[src/rtl/camCapPkg.sv]
package camCapPkg;

  typedef enum logic [1:0] {
    CS_IDLE,
    CS_WAIT_LOW,
    CS_ARMED,
    CS_ACTIVE
  } capState_t;

  // Strobes sent from control to datapath each cycle
  typedef struct packed {
    logic take;        // latch the registered sample into the packer
    logic lineEnd;     // line closed: flush the pending or partial word with EOL
    logic clear;       // drop packer contents and frame marker
    logic frameStart;  // arm the start-of-frame marker
  } capStrobe_t;

endpackage

[src/rtl/camCapCtrl.sv]
module camCapCtrl
  import camCapPkg::*;
#(
  parameter int SAMPLE_CNT_W = 16,
  parameter int LINE_CNT_W   = 16
) (
  input  logic                    clk,
  input  logic                    rstN,
  input  logic                    enable,
  input  logic [SAMPLE_CNT_W-1:0] lineLimit,
  input  logic [LINE_CNT_W-1:0]   frameLimit,
  input  logic                    fvQ,
  input  logic                    lvQ,
  output capStrobe_t              strobe,
  output logic                    frameDone
);

  capState_t state, stateNext;
  logic [SAMPLE_CNT_W-1:0] sampleCount;
  logic [LINE_CNT_W-1:0]   lineCount;
  logic lvPrev;
  logic lineHasData;
  logic lineRoom;
  logic sampleRoom;
  logic isActive;

  assign isActive   = (state == CS_ACTIVE);
  assign sampleRoom = sampleCount < lineLimit;
  assign lineRoom   = ({1'b0, lineCount} + (LINE_CNT_W+1)'(1)) < {1'b0, frameLimit};

  assign strobe.take       = isActive && fvQ && lvQ && sampleRoom && lineRoom;
  assign strobe.lineEnd    = lineHasData && !lvQ;
  assign strobe.clear      = (state == CS_IDLE);
  assign strobe.frameStart = (state == CS_ARMED) && fvQ && enable;

  always_comb begin
    stateNext = state;
    if (!enable) begin
      stateNext = CS_IDLE;
    end else begin
      case (state)
        CS_IDLE:     stateNext = CS_WAIT_LOW;
        CS_WAIT_LOW: if (!fvQ) stateNext = CS_ARMED;
        CS_ARMED:    if (fvQ) stateNext = CS_ACTIVE;
        CS_ACTIVE:   if (!fvQ) stateNext = CS_ARMED;
        default:     stateNext = CS_IDLE;
      endcase
    end
  end

  always_ff @(posedge clk) begin
    if (!rstN) begin
      state       <= CS_IDLE;
      sampleCount <= '0;
      lineCount   <= '0;
      lvPrev      <= 1'b0;
      lineHasData <= 1'b0;
      frameDone   <= 1'b0;
    end else begin
      state     <= stateNext;
      lvPrev    <= lvQ;
      frameDone <= isActive && !fvQ && enable;

      if (!lvQ || !isActive) sampleCount <= '0;
      else if (strobe.take)  sampleCount <= sampleCount + SAMPLE_CNT_W'(1);

      if (strobe.frameStart) lineCount <= '0;
      else if (isActive && lvPrev && !lvQ && lineRoom) lineCount <= lineCount + LINE_CNT_W'(1);

      if (strobe.clear || strobe.lineEnd) lineHasData <= 1'b0;
      else if (strobe.take)               lineHasData <= 1'b1;
    end
  end

endmodule

[src/rtl/camCapPath.sv]
module camCapPath
  import camCapPkg::*;
#(
  parameter int PIX_W = 8,
  parameter int LANES = 4
) (
  input  logic                   clk,
  input  logic                   rstN,
  input  logic [PIX_W-1:0]       pixData,
  input  logic                   frameValid,
  input  logic                   lineValid,
  input  capStrobe_t             strobe,
  input  logic                   outReady,
  output logic                   fvQ,
  output logic                   lvQ,
  output logic [PIX_W*LANES-1:0] outData,
  output logic                   outValid,
  output logic                   outSof,
  output logic                   outEol,
  output logic                   overflow
);

  localparam int WORD_W = PIX_W * LANES;
  localparam int IDX_W  = $clog2(LANES);

  logic [PIX_W-1:0]  dQ;
  logic [IDX_W-1:0]  byteIdx;
  logic [WORD_W-1:0] shiftWord;
  logic [WORD_W-1:0] holdWord;
  logic [WORD_W-1:0] packNext;
  logic              holdValid;
  logic              sofPending;
  logic              lastLane;
  logic              emitHold;
  logic              emitEnd;
  logic              emit;
  logic [WORD_W-1:0] emitWord;

  for (genvar g = 0; g < LANES; g++) begin : gLane
    assign packNext[g*PIX_W +: PIX_W] =
      (byteIdx == IDX_W'(g)) ? dQ : shiftWord[g*PIX_W +: PIX_W];
  end

  assign lastLane = (byteIdx == IDX_W'(LANES-1));
  // a full word waits in holdWord until the line either continues or closes
  assign emitHold = strobe.take && holdValid && (byteIdx == '0);
  assign emitEnd  = strobe.lineEnd && (holdValid || (byteIdx != '0));
  assign emit     = !strobe.clear && (emitHold || emitEnd);
  assign emitWord = holdValid ? holdWord : shiftWord;

  always_ff @(posedge clk) begin
    if (!rstN) begin
      fvQ <= 1'b0;
      lvQ <= 1'b0;
      dQ  <= '0;
    end else begin
      fvQ <= frameValid;
      lvQ <= lineValid;
      dQ  <= pixData;
    end
  end

  always_ff @(posedge clk) begin
    if (!rstN || strobe.clear) begin
      byteIdx    <= '0;
      shiftWord  <= '0;
      holdWord   <= '0;
      holdValid  <= 1'b0;
      sofPending <= 1'b0;
    end else begin
      if (emit) sofPending <= 1'b0;
      if (strobe.frameStart) sofPending <= 1'b1;

      if (strobe.take) begin
        if (emitHold) holdValid <= 1'b0;
        if (lastLane) begin
          holdWord  <= packNext;
          holdValid <= 1'b1;
          shiftWord <= '0;
          byteIdx   <= '0;
        end else begin
          shiftWord <= packNext;
          byteIdx   <= byteIdx + IDX_W'(1);
        end
      end else if (strobe.lineEnd) begin
        holdValid <= 1'b0;
        shiftWord <= '0;
        byteIdx   <= '0;
      end
    end
  end

  always_ff @(posedge clk) begin
    if (!rstN) begin
      outData  <= '0;
      outValid <= 1'b0;
      outSof   <= 1'b0;
      outEol   <= 1'b0;
      overflow <= 1'b0;
    end else if (emit) begin
      if (!outValid || outReady) begin
        outData  <= emitWord;
        outSof   <= sofPending;
        outEol   <= strobe.lineEnd;
        outValid <= 1'b1;
      end else begin
        overflow <= 1'b1;
      end
    end else if (outReady) begin
      outValid <= 1'b0;
    end
  end

endmodule

[src/rtl/camCapture.sv]
module camCapture
  import camCapPkg::*;
#(
  parameter int PIX_W        = 8,
  parameter int LANES        = 4,
  parameter int SAMPLE_CNT_W = 16,
  parameter int LINE_CNT_W   = 16
) (
  input  logic                    clk,
  input  logic                    rstN,
  input  logic                    enable,
  input  logic [SAMPLE_CNT_W-1:0] lineLimit,
  input  logic [LINE_CNT_W-1:0]   frameLimit,
  input  logic [PIX_W-1:0]        pixData,
  input  logic                    frameValid,
  input  logic                    lineValid,
  output logic [PIX_W*LANES-1:0]  outData,
  output logic                    outValid,
  input  logic                    outReady,
  output logic                    outSof,
  output logic                    outEol,
  output logic                    overflow,
  output logic                    frameDone
);

  localparam int WORD_W = PIX_W * LANES;

  capStrobe_t strobe;
  logic fvQ;
  logic lvQ;

  camCapCtrl #(
    .SAMPLE_CNT_W(SAMPLE_CNT_W),
    .LINE_CNT_W  (LINE_CNT_W)
  ) u_ctrl (
    .clk       (clk),
    .rstN      (rstN),
    .enable    (enable),
    .lineLimit (lineLimit),
    .frameLimit(frameLimit),
    .fvQ       (fvQ),
    .lvQ       (lvQ),
    .strobe    (strobe),
    .frameDone (frameDone)
  );

  camCapPath #(
    .PIX_W(PIX_W),
    .LANES(LANES)
  ) u_path (
    .clk       (clk),
    .rstN      (rstN),
    .pixData   (pixData),
    .frameValid(frameValid),
    .lineValid (lineValid),
    .strobe    (strobe),
    .outReady  (outReady),
    .fvQ       (fvQ),
    .lvQ       (lvQ),
    .outData   (outData[WORD_W-1:0]),
    .outValid  (outValid),
    .outSof    (outSof),
    .outEol    (outEol),
    .overflow  (overflow)
  );

endmodule

[config.mk]
export PLATFORM = sky130hd
export DESIGN_NAME = camCapture
export DESIGN_NICKNAME = d
export VERILOG_FILES = /design/src/rtl/camCapPkg.sv /design/src/rtl/camCapCtrl.sv /design/src/rtl/camCapPath.sv /design/src/rtl/camCapture.sv
export SDC_FILE = /design/constraint.sdc
export NUM_CORES = 1
export LEC_CHECK = 0
export ABC_AREA = 1
export BUFFER_PORTS_ARGS = -buffer_cell sky130_fd_sc_hd__buf_2
export CORE_ASPECT_RATIO = 1.2
export CORE_MARGIN = 2
export CORE_UTILIZATION = 50
export CTS_BUF_LIST = sky130_fd_sc_hd__clkbuf_4
export CTS_CLUSTER_DIAMETER = 200
export CTS_CLUSTER_SIZE = 20
export DETAILED_ROUTE_END_ITERATION = 6
export PLACE_DENSITY_LB_ADDON = 0.15
export SLEW_MARGIN = 5
export SYNTH_ARGS = -nofsm -noshare
export SYNTH_HDL_FRONTEND = slang
export SYNTH_SLANG_ARGS = --single-unit
[constraint.sdc]
create_clock -name clk -period 4.1 [get_ports clk]
set_input_delay 0.615 -clock clk [delete_from_list [all_inputs] [get_ports clk]]
set_output_delay 0.615 -clock clk [all_outputs]
set_load 0.02 [all_outputs]
==> results of run 1 <==
worst max path at each step:
| stage | slack, ns | endpoint | cells after the start | start |
|---|---|---|---|---|
| floorplan | 1.22 | u_path.outData[23] | 21 | u_ctrl.lineCount[2] |
| global placement | 0.60 | u_path.outData[13] | 21 | u_ctrl.lineCount[2] |
| detailed placement | 0.45 | u_path.outData[18] | 21 | u_ctrl.lineCount[2] |
| CTS | 0.41 | u_path.outData[17] | 21 | u_ctrl.lineCount[0] |
| global route | 0.17 | u_path.outData[22] | 21 | u_ctrl.lineCount[0] |
| finish | 0.63 | u_path.outData[17] | 21 | u_ctrl.lineCount[2] |
metrics by stage:
stage	total power [mW]	util (%)
5_1_grt	2.63	56.4
3_3_place_gp	1.61	54.3
2_1_floorplan	1.57	-
4_1_cts	2.56	56.3
3_5_place_dp	1.61	54.3
6_report	2.54	56.4
Yosys cell counts (5+ instances only):
cell type	instances
sky130_fd_sc_hd__buf_2	14
sky130_fd_sc_hd__xor2_1	14
sky130_fd_sc_hd__o21ai_1	12
sky130_fd_sc_hd__dfxtp_1	151
sky130_fd_sc_hd__clkbuf_1	22
sky130_fd_sc_hd__nand3_1	13
sky130_fd_sc_hd__nand4_1	7
sky130_fd_sc_hd__xnor2_1	5
sky130_fd_sc_hd__nor3_1	20
sky130_fd_sc_hd__inv_1	169
sky130_fd_sc_hd__ha_1	36
sky130_fd_sc_hd__a21oi_1	72
sky130_fd_sc_hd__nand2_1	282
sky130_fd_sc_hd__inv_2	5
sky130_fd_sc_hd__nor2_1	170
sky130_fd_sc_hd__o21ai_0	95
registers in the layout (all words and copies together) (netlist names):
| register | count |
|---|---|
| u_ctrl.frameDone | 1 |
| u_ctrl.lineCount | 16 |
| u_path.byteIdx | 2 |
| u_path.sofPending | 1 |
| u_path.overflow | 1 |
| u_path.holdWord | 32 |
| u_path.outSof | 1 |
| u_ctrl.state | 2 |
| u_path.holdValid | 1 |
| u_path.outValid | 1 |
| u_path.fvQ | 1 |
| u_path.dQ | 8 |
| u_path.lvQ | 1 |
| u_path.shiftWord | 32 |
| u_ctrl.lineHasData | 1 |
| u_path.outData | 32 |
| u_path.outEol | 1 |
| u_ctrl.lvPrev | 1 |
| u_ctrl.sampleCount | 16 |
worst max-delay path, stage by stage (launching register included):
cell,delay [ns]
sky130_fd_sc_hd__dfxtp_1,0.41
sky130_fd_sc_hd__nand2_1,0.08
sky130_fd_sc_hd__nor2_1,0.20
sky130_fd_sc_hd__nand4_1,0.18
sky130_fd_sc_hd__nor2_1,0.18
sky130_fd_sc_hd__nand3b_1,0.14
sky130_fd_sc_hd__nor2_1,0.14
sky130_fd_sc_hd__nand3_1,0.08
sky130_fd_sc_hd__nand2_1,0.09
sky130_fd_sc_hd__inv_1,0.04
sky130_fd_sc_hd__ha_1,0.27
sky130_fd_sc_hd__and3_1,0.19
sky130_fd_sc_hd__nand2_1,0.06
sky130_fd_sc_hd__nand2_1,0.05
sky130_fd_sc_hd__nor2_2,0.12
sky130_fd_sc_hd__nand2_4,0.09
sky130_fd_sc_hd__o21bai_4,0.24
sky130_fd_sc_hd__nand3_4,0.29
sky130_fd_sc_hd__buf_4,0.32
sky130_fd_sc_hd__nand2_1,0.08
sky130_fd_sc_hd__nand2_1,0.05
sky130_fd_sc_hd__nor2_1,0.09
cells in the final DEF (no fill, tap or decap), drive strengths merged:
cell type,synthesis,routed
nor3,21,21
nand3b,1,1
ha,36,36
a21o,2,2
xor2,14,14
clkinv,2,7
a21boi,1,1
inv,174,174
or2,1,1
o21bai,1,1
nand2,285,285
nor2,177,177
clkbuf,22,19
a211oi,1,1
bufinv,0,3
o21a,1,1
nor3b,1,1
clkinvlp,0,4
xnor2,5,5
dfxtp,151,151
nand4,7,7
diode,0,2
and3,1,1
nor4,4,4
nand3,16,16
o21ai,107,107
buf,23,90
a21oi,73,73
kinds of logic (layout without fill, tap and decap cells):
| family | Yosys count | in the layout | synth area share [%] |
|---|---|---|---|
| AOI/OAI and AO/OA | 186 | 186 | 12.7 |
| xor gates and xnor gates | 19 | 19 | 2.19 |
| adders and majority gates | 36 | 36 | 5.94 |
| buffers and inverters | 221 | 297 | 11.7 |
| DFF | 151 | 151 | 39.9 |
| other | 0 | 2 | 0 |
| and+or+nand+nor | 514 | 514 | 27.6 |
metal layers:
| metal | share of wire (%) | vias up |
|---|---|---|
| met4 | 2.2 | 0 |
| met1 | 46 | 2985 |
| met3 | 3.9 | 24 |
| li1 | - | 3633 |
| met2 | 48 | 126 |
| met5 | 0 | - |
final cells by class:
class	instances	area (µm²)
inverter	176	661
antenna	2	5.00
timing repair buffer	90	483
tap	204	255
multi-input combinational	755	3680
sequential	151	3020
clock inverter	12	155
fill	1527	6490
clock buffer	19	143
report_power, final:
group	switching, mW	internal [mW]
combinational	0.0551	0.0359
clock	0.530	0.431
sequential	0.0104	1.47
==> summary.md, run 1 <==
| Metric | Value |
|---|---|
| Cell count after synthesis | `between 1000 and 1500` |
| HP Start | `pixData[3]` |
| Post-Place Cells | `approximately 1400` |
| Post-synthesis sequential area ratio | `between 30% and 40%` |
| Top flip-flop cell by instance count after synthesis | `sky130_fd_sc_hd__dfxtp_1` |
| Placer congestion estimate | `slightly above 0.8` |
| Top area cells in the synthesized netlist | `sky130_fd_sc_hd__dfxtp_1 40%, sky130_fd_sc_hd__nand2_1 14%, sky130_fd_sc_hd__nor2_1 8.4%` |
| Endpoint of the worst hold-timing path | `u_path.dQ[3]` |
| Number of levels the H-tree was split into | `4` |
| Path category of the worst min-delay check | `in2reg` |
| Data arrival at the endpoint of the critical path | `slightly below 4 ns` |
| Total power density per cell area | `between 300 and 400 nW/µm²` |
| Startpoint class of the critical path | `register` |
| Highest clock frequency the design can meet | `288 MHz` |
| Data required, critical path | `between 4 and 5 ns` |
| Via count of the first global-routing pass | `between 6000 and 7000` |
| Clock transition at the registers of the reported paths | `between 0.1 and 0.15 ns` |
| Critical Path End Type | `register` |
| Post-synthesis sequential element count | `roughly 150` |
| Minimum clock period after layout | `3.47 ns` |
| Share of the clock period used by the worst path after layout | `a little over four fifths` |
| Fin Setup TNS | `0 ns` |
| Total via count in the routed design | `~6800` |
| Clock buffer count from CTS | `17` |
| Fraction of layout cells with a size suffix above 1 | `around an eighth` |
| Number of warnings reported in the yosys synthesis log | `0` |
| Transition time at the pin with the least slew margin | `~0.80 ns` |
| # resized after CTS | `0` |
| Crit Reg-Reg Endpoint | `u_path.outData[17]` |
| Total length of routed wires | `approximately 17000 µm` |
| Count of non-filler cells in the finished layout | `between 1000 and 1500` |
| Distinct cells, synth | `38` |
| Crit-path max FO | `23` |
| Number of buffers on the longest clock path | `2` |
| Clock Root Buffer | `sky130_fd_sc_hd__clkbuf_4` |
| VDD IR-drop max | `around 0.19 mV` |
| Final setup violation count | `0` |
| Number of nets in the final layout | `~1300` |
| Max-slew headroom | `46.3%` |
| TritonCTS clock tree | `done` |
| Most used routing layer | `met2` |
| Routed length per instance | `between 10 and 15 µm` |
| Width of the die | `about 120 µm` |
| Hold slack | `between 0.2 and 0.25 ns` |
| First-pass iteration count of the detailed router | `7` |
| Antenna violations before repair | `1` |
| Depth of the worst hold-timing path | `3` |
| GRT met1 Usage | `26.9%` |
| Type of the worst setup path | `reg2reg` |
| Initial core utilization | `between 50% and 60%` |
| Lkg Pwr | `3.87 nW` |
| Height of the chip | `roughly 140 µm` |
| Post-CTS Setup Repair Bufs | `0` |
| Number of flops mapped to enable cells by yosys | `0` |
| Post-synthesis area per instance | `6.73 µm²` |
| Final setup margin | `0.633 ns` |
| Worst reg-to-reg setup slack | `~0.63 ns` |
| Growth of design area from synthesis to finish | `10.8%` |
| Met3 usage | `under 10%` |
| Unrepaired setup endpoints after global routing | `no` |
| Die Outline Area | `about 16000 µm²` |
| Cts hold-fix bufs | `0` |
| Worst-skew pair later-pin latency | `approximately 0.56 ns` |
| Sinks on the clock net | `~150` |
| Outcome | `complete, no violations` |
| Layout Cell Area excl Fill | `between 8000 and 9000 µm²` |
| Reg2reg start | `u_ctrl.lineCount[2]` |
| Fraction of post-synthesis cell area in the top cell type by area | `around 40%` |
| Count of standard-cell rows | `slightly below 50` |
| Total routing usage reported by global routing | `a little over a fifth` |
| Final slew viol count | `0` |
| Vias per inst | `between 4 and 5` |
| Antenna-violating nets left | `0` |
| Minimum setup slack after placement | `0.451 ns` |
| Pin count of the biggest net entering global routing | `66` |
| Post-DP Area | `slightly above 8000 µm²` |
| Cell accounting for the most synthesized area | `sky130_fd_sc_hd__dfxtp_1` |
| Wire length of the first global-routing pass | `about 28000 µm` |
| Total of max-cap violations | `0` |
| Final hold violation count | `0` |
| R2R depth | `21` |
| Worst clock skew | `around 0.015 ns` |
| Final HPWL from detailed placement | `about 11000 µm` |
| Leftover overflow at the end of global routing | `0` |
| IO Count | `83` |
| DRC | `0` |
| Area of the core | `~15000 µm²` |
| Number of input and output port buffers inserted | `around 80` |
| Post-Syn Nets | `1209` |
| Number of DRC markers in iteration 0 | `~410` |
| Fraction of registers with async set/reset | `0%` |
| Synthesized cell area | `between 7000 and 8000 µm²` |
| Global-route track usage on met2 | `a little over a third` |
(Power assumes the default switching activity.)
==> inputs of run 2 (changes only) <==
Settings changed: ABC_AREA 1 to 0.
Clock period 4.1 ns to 3.18 ns, I/O delays scaled along.
==> run 2 against run 1 <==
Core utilization grew 12 points. Flip-flop and latch count is the same. Cell area grew 17%. Sequential share of layout area shrank 5.1 points. Highest routed layer unchanged. Largest power group unchanged. The flow now finishes with violations (setup timing). Total power grew 36%. First-iteration DRC count shrank 17%.
==> summary.md, run 2 <==
| Metric | Value |
|---|---|
| Outcome | `finished with violations` |
| Violated checks | `setup timing` |
| Top flop regs | `u_path.holdWord: 32 flops, u_path.outData: 32 flops, u_path.shiftWord: 32 flops` |
| Vias per inst | `slightly below 6` |
| Highest clock frequency the design can meet | `roughly 270 MHz` |
| Total of max-cap violations | `0` |
| Top cells by instance count after synthesis | `151 x sky130_fd_sc_hd__dfxtp_1, 68 x sky130_fd_sc_hd__nor2_1, 65 x sky130_fd_sc_hd__mux2i_1` |
| Layout Cell Area excl Fill | `a little under 10000 µm²` |
| Leading cell types in the layout, fill and taps excluded | `142 x sky130_fd_sc_hd__dfxtp_1, 82 x sky130_fd_sc_hd__buf_2, 66 x sky130_fd_sc_hd__buf_4, 65 x sky130_fd_sc_hd__mux2i_1, 50 x sky130_fd_sc_hd__nor2_1` |
| Total power density per cell area | `around 350 nW/µm²` |
| Fraction of post-synthesis cell area in the top cell type by area | `a little over two fifths` |
| VDD IR-drop max | `~0.32 mV` |
| Post-synthesis sequential area ratio | `a little over two fifths` |
| Most frequent standard cell in the layout excluding fill and tap cells | `sky130_fd_sc_hd__dfxtp_1` |
| Distinct cells, synth | `59` |
| Number of warnings reported in the yosys synthesis log | `0` |
| Minimum clock period after layout | `roughly 3.8 ns` |
| Crit Reg-Reg Endpoint | `u_path.outData[3]` |
| Data required, critical path | `roughly 3.7 ns` |
| Width of the die | `about 110 µm` |
| Post-layout power | `approximately 3.4 mW` |
| Crit-path max FO | `8` |
| Final hold violation count | `0` |
| Type of the worst setup path | `reg2reg` |
| Depth of the worst hold-timing path | `2` |
| Crit. Startpoint | `u_ctrl.lineCount[1]` |
| Data arrival at the endpoint of the critical path | `between 4 and 5 ns` |
| Number of DRC markers in iteration 0 | `approximately 340` |
| Cell count after synthesis | `between 700 and 800` |
| Worst clock skew | `approximately 0.016 ns` |
| Final setup margin | `-0.577 ns` |
| Count leader, synth | `sky130_fd_sc_hd__dfxtp_1` |
| HP Start | `pixData[2]` |
| Max-slew headroom | `roughly 45%` |
| Growth of design area from synthesis to finish | `36.0%` |
| Worst reg-to-reg setup slack | `-0.58 ns` |
| Routed length per instance | `approximately 19 µm` |
| Cts hold-fix bufs | `0` |
| Antenna-violating nets left | `0` |
| Lkg Pwr | `around 4.2 nW` |
| Number of flops mapped to enable cells by yosys | `0` |
| Post-Syn Nets | `832` |
| First-pass iteration count of the detailed router | `7` |
| IO Count | `83` |
| Cell accounting for the most synthesized area | `sky130_fd_sc_hd__dfxtp_1` |
| Final setup violation count | `134` |
| Pin count of the biggest net entering global routing | `just over 40` |
| Post-DP Area | `8400 µm²` |
| Final slew viol count | `0` |
| Height of the chip | `between 100 and 150 µm` |
| Clock buffer count from CTS | `17` |
| Clock transition at the registers of the reported paths | `approximately 0.13 ns` |
| Number of input and output port buffers inserted | `82` |
| Post-synthesis sequential element count | `roughly 150` |
| Share of the clock period used by the worst path after layout | `118%` |
| Endpoint of the worst hold-timing path | `u_path.dQ[2]` |
| Initial core utilization | `between 50% and 60%` |
| Via count of the first global-routing pass | `roughly 6400` |
| Number of levels the H-tree was split into | `4` |
| Unrepaired setup endpoints after global routing | `yes` |
| Placer congestion estimate | `between 0.8 and 0.9` |
| Critical Path End Type | `register` |
| Minimum setup slack after placement | `-0.480 ns` |
| Fraction of registers with async set/reset | `0%` |
| Synthesized cell area | `between 7000 and 8000 µm²` |
| Path category of the worst min-delay check | `in2reg` |
| Antenna violations before repair | `1` |
| Total via count in the routed design | `about 6400` |
| Top flip-flop cell by instance count after synthesis | `sky130_fd_sc_hd__dfxtp_1` |
| Final HPWL from detailed placement | `about 12000 µm` |
| Total routing usage reported by global routing | `between 20% and 30%` |
| Leftover overflow at the end of global routing | `0` |
| Number of buffers on the longest clock path | `2` |
| Total length of routed wires | `a little over 20000 µm` |
| Fraction of layout cells with a size suffix above 1 | `a little over a third` |
| Die Outline Area | `about 15000 µm²` |
| Count of standard-cell rows | `48` |
| Area of the core | `between 10000 and 15000 µm²` |
| Post-synthesis area per instance | `slightly below 10 µm²` |
| Startpoint class of the critical path | `register` |
| R2R depth | `16` |
| TritonCTS clock tree | `done` |
| Number of nets in the final layout | `1001` |
| Transition time at the pin with the least slew margin | `approximately 0.83 ns` |
| DRC | `0` |
| Worst-skew pair later-pin latency | `0.58 ns` |
| Sinks on the clock net | `between 150 and 200` |
| Wire length of the first global-routing pass | `around 31000 µm` |
| Reg2reg start | `u_ctrl.lineCount[1]` |
| Clock Root Buffer | `sky130_fd_sc_hd__clkbuf_4` |
| Top area cells in the synthesized netlist | `sky130_fd_sc_hd__dfxtp_1 42%, sky130_fd_sc_hd__mux2i_1 9.0%, sky130_fd_sc_hd__ha_1 6.2%` |
==> run 2: changes by cell type after synthesis, moves of 32 or more <==
cell and change:
sky130_fd_sc_hd__a21oi_1 -49, sky130_fd_sc_hd__inv_1 -127, sky130_fd_sc_hd__mux2i_1 +65, sky130_fd_sc_hd__nand2_1 -256
sky130_fd_sc_hd__nand3_1 +35, sky130_fd_sc_hd__nor2_1 -102, sky130_fd_sc_hd__o211a_1 +32, sky130_fd_sc_hd__o21ai_0 -75
==> run 2: through the flow <==
stage	utilization [%]	std cells	hold WS [ns]	TNS, ns
3_3_place_gp	58.7	1031	0.460	-36.78
3_5_place_dp	58.7	1031	0.466	-46.33
2_1_floorplan	-	750	0.435	-24.89
5_1_grt	68.8	1107	0.0708	-72.51
6_report	68.8	1107	0.105	-55.80
4_1_cts	66.0	1096	0.0830	-41.23
==> run 2: worst max-delay path by stage <==
stage | end | depth (start not counted) | slack, ns
after global placement | u_path.outData[25] | 14 | -0.41
after CTS | u_path.holdWord[8] | 18 | -0.43
after detailed placement | u_path.outData[24] | 15 | -0.48
after global routing | u_path.outData[0] | 16 | -0.68
after floorplan | u_ctrl.sampleCount[13] | 15 | -0.44
final | u_path.outData[3] | 16 | -0.58
==> run 2: cell type report <==
type | instances | area (µm²)
fillers | 1060 | 4460
multi-input cells | 513 | 4410
flip-flops and latches | 151 | 3040
repair buffers | 194 | 1670
well taps | 175 | 219
clock inverters | 13 | 204
inverters | 42 | 158
clock buffers | 18 | 135
diodes | 1 | 2.50
==> run 2: logic make-up after synthesis <==
logic type                 after synthesis  synth area share, %
AOI/OAI and AO/OA                      146                 16.7
xor gates and xnor gates                32                 3.88
adders and majority gates               36                 6.23
buffers and inverters                   88                 5.50
DFF                                    151                 41.8
muxes                                   67                 9.41
and+or+nand+nor                        230                 16.4
==> run 2: report_power, final <==
group          switching, mW  internal [mW]  total [mW]
logic                 0.0706         0.0527       0.123
registers             0.0212           1.90        1.92
clock network          0.703          0.704        1.41
total                  0.795           2.65        3.45
==> run 2: worst max-delay path, cell delays in order, from the launching register on <==
cell and delay (ns):
sky130_fd_sc_hd__dfxtp_4 0.40, sky130_fd_sc_hd__ha_4 0.15, sky130_fd_sc_hd__nand3_2 0.08, sky130_fd_sc_hd__or4_4 0.46, sky130_fd_sc_hd__nor2_4 0.10, sky130_fd_sc_hd__xor2_1 0.21
sky130_fd_sc_hd__ha_1 0.28, sky130_fd_sc_hd__a21o_1 0.16, sky130_fd_sc_hd__a211o_1 0.26, sky130_fd_sc_hd__a41oi_2 0.24, sky130_fd_sc_hd__o2111ai_4 0.19, sky130_fd_sc_hd__buf_6 0.19
sky130_fd_sc_hd__o31a_1 0.29, sky130_fd_sc_hd__nor3_4 0.19, sky130_fd_sc_hd__buf_6 0.17, sky130_fd_sc_hd__clkbuf_16 0.17, sky130_fd_sc_hd__o211a_1 0.15
==> run 2: routing by layer <==
metal	wire length (µm)	part of all wire, %	track usage (%)
met4	589	2.9	10.4
met3	792	3.9	4.43
met2	10600	52	46.0
met1	8540	42	29.7
met5	0	0	0
==> run 2: timing repair <==
item	in CTS	in global routing
buffers inserted	24	10
cloned	11	4
gates resized for setup	60	78
setup endpoints to repair	137	137
pin swaps	22	25
hold endpoints to repair	0	0
==> inputs of run 3 (changes only) <==
Settings changed: SETUP_SLACK_MARGIN set to 0.3.
==> run 3 against run 2 <==
The flow still finishes with violations (setup timing). Die area did not move. Total power fell by 6.5%. Core utilization fell by 0.11 points. Wire length fell by 5.9%. Global-route usage rose by 0.068 points. Count of clock-buffer cells in the layout rose by 2. Critical path type unchanged.
==> summary.md, run 3 (same netlist as run 2, synthesis figures left out) <==
| Metric | Value |
|---|---|
| Area of the core | `between 10000 and 15000 µm²` |
| VDD IR-drop max | `between 0.3 and 0.4 mV` |
| Placer congestion estimate | `around 0.83` |
| Path category of the worst min-delay check | `in2reg` |
| Most frequent standard cell in the layout excluding fill and tap cells | `sky130_fd_sc_hd__dfxtp_1` |
| Final HPWL from detailed placement | `around 12000 µm` |
| Hold slack | `around 0.11 ns` |
| DR WL met3 | `639 µm` |
| Transition time at the pin with the least slew margin | `roughly 0.85 ns` |
| Cell with the biggest individual delay on the critical path | `sky130_fd_sc_hd__or4b_4` |
| Antenna violations before repair | `1` |
| Cell Chain, Critical Path | `ha_4 > nand3_2 > or4_4 > nor2_4 > xor2_1 > ha_1 > a21o_1 > a211o_1 > a41oi_2 > o2111ai_4 > or4b_4 > or3_1 > a21oi_1` |
| Number of levels the H-tree was split into | `4` |
| Minimum clock period after layout | `~3.6 ns` |
| Die Outline Area | `between 15000 and 20000 µm²` |
| Fin Setup TNS | `-42.19 ns` |
| Highest clock frequency the design can meet | `275 MHz` |
| Count of standard-cell rows | `48` |
| Wire length of the first global-routing pass | `slightly above 30000 µm` |
| Fraction of layout cells with a size suffix above 1 | `36.8%` |
| Total power density per cell area | `about 330 nW/µm²` |
| DRC | `0` |
| Worst-skew pair later-pin latency | `about 0.57 ns` |
| Growth of design area from synthesis to finish | `35.8%` |
| Final hold violation count | `0` |
| Kind of cell with the highest combined delay on the critical path | `simple AND/OR/NAND/NOR gates` |
| Routed met1 length | `about 8200 µm` |
| Antenna-violating nets left | `0` |
| Width of the die | `between 100 and 150 µm` |
| Clock buffer count from CTS | `17` |
| First-pass iteration count of the detailed router | `5` |
| Met2 WL | `around 10000 µm` |
| Critical Path End Type | `register` |
| Via count of the first global-routing pass | `about 6400` |
| Clock Root Buffer | `sky130_fd_sc_hd__clkbuf_4` |
| Height of the chip | `about 140 µm` |
| Initial core utilization | `50.6%` |
| Minimum setup slack after placement | `-0.458 ns` |
| Total of max-cap violations | `0` |
| Routed length per instance | `roughly 17 µm` |
| Violated checks | `setup timing` |
| Share of the clock period used by the worst path after layout | `115%` |
| Leftover overflow at the end of global routing | `0` |
| Worst clock skew | `roughly 0.020 ns` |
| Unrepaired setup endpoints after global routing | `yes` |
| IO Count | `83` |
| Startpoint class of the critical path | `register` |
| Sinks on the clock net | `approximately 150` |
| Total via count in the routed design | `~6300` |
| Top flop regs | `u_path.holdWord: 32 flops, u_path.outData: 32 flops, u_path.shiftWord: 32 flops` |
| Data arrival at the endpoint of the critical path | `4.12 ns` |
| Highest layer used for signal routing | `met4` |
| Vias per inst | `5.67` |
| Final setup violation count | `between 100 and 150` |
| Lkg Pwr | `between 4 and 5 nW` |
| Number of fillers in the final layout | `between 1000 and 1500` |
| Data required, critical path | `~3.7 ns` |
| TritonCTS clock tree | `done` |
| Pin count of the biggest net entering global routing | `40` |
| Max-slew headroom | `between 40% and 50%` |
| Number of input and output port buffers inserted | `just over 80` |
| Post-layout power | `between 3 and 4 mW` |
| Total routing usage reported by global routing | `25.5%` |
| Leading cell types in the layout, fill and taps excluded | `142 x sky130_fd_sc_hd__dfxtp_1, 82 x sky130_fd_sc_hd__buf_2, 67 x sky130_fd_sc_hd__buf_4, 63 x sky130_fd_sc_hd__mux2i_1, 59 x sky130_fd_sc_hd__nor2_1` |
| Number of buffers on the longest clock path | `2` |
| Critical Path Max Stage Delay | `between 0.5 and 0.6 ns` |
| Outcome | `finished with violations` |
| Final slew viol count | `0` |
| Total length of routed wires | `19300 µm` |
| Final setup margin | `-0.461 ns` |
| Number of DRC markers in iteration 0 | `between 300 and 400` |
| Number of nets in the final layout | `around 1000` |
| Crit-path max FO | `7` |
| Critical path buffer and inverter count | `0` |
| Clock transition at the registers of the reported paths | `approximately 0.12 ns` |
| Type of the worst setup path | `reg2reg` |
[run 3: cell types whose count changed in the layout (fill, tap and decap cells not counted), sizes merged]
| cell | change |
|---|---|
| buf | +3 |
| bufinv | -3 |
| clkinv | +1 |
| clkinvlp | -1 |
| inv | +2 |
[run 3: area by class of cell]
type	count	area (µm²)	area share, %
Clock buffer	20	150	1.53
Inverter	42	158	1.61
Timing Repair Buffer	195	1700	17.3
Antenna cell	1	2.50	0.0255
Tap cell	175	219	2.23
Multi-Input combinational cell	513	4420	45.0
Sequential cell	151	3040	31.0
Clock inverter	12	126	1.29
[run 3: report_power, final]
group	switching [mW]	leakage, nW	internal (mW)
registers	0.0214	1.22	1.90
clock network	0.691	0.152	0.491
logic	0.0707	2.79	0.0547
[run 3: metal layers]
layer  up-vias  GRT usage, %
met2       130          45.7
met1      3061          29.7
met5         -             0
li1       3062             -
met3        38          5.01
met4         0          10.6
[run 3: worst paths after layout]
check | end | cells after the start | start | slack, ns
worst max-delay path | u_ctrl.sampleCount[5] | 13 | u_ctrl.lineCount[1] | -0.46
worst min-delay path | u_path.dQ[6] | 2 | pixData[6] | 0.11
worst min register to register | u_ctrl.lineHasData | 1 | u_ctrl.lineHasData | 0.48
worst max register to register | u_ctrl.sampleCount[5] | 13 | u_ctrl.lineCount[1] | -0.46
[run 3: per-stage QoR]
stage | instances | util (%) | instance area (µm²)
detailed placement | 1032 | 59.5 | 8500
global placement | 1032 | 59.5 | 8500
global route | 1109 | 68.7 | 9820
CTS | 1098 | 67.1 | 9590
finish | 1109 | 68.7 | 9820
floorplan | 750 | - | 7550
[run 3: timing repair]
action                     4_1_cts  5_1_grt
setup endpoints to repair      137      137
hold buffers                     0        0
cloned                          11        2
pin swaps                       16        8
resized for setup               94       28
buffers inserted                23        8
hold endpoints to repair         0        0
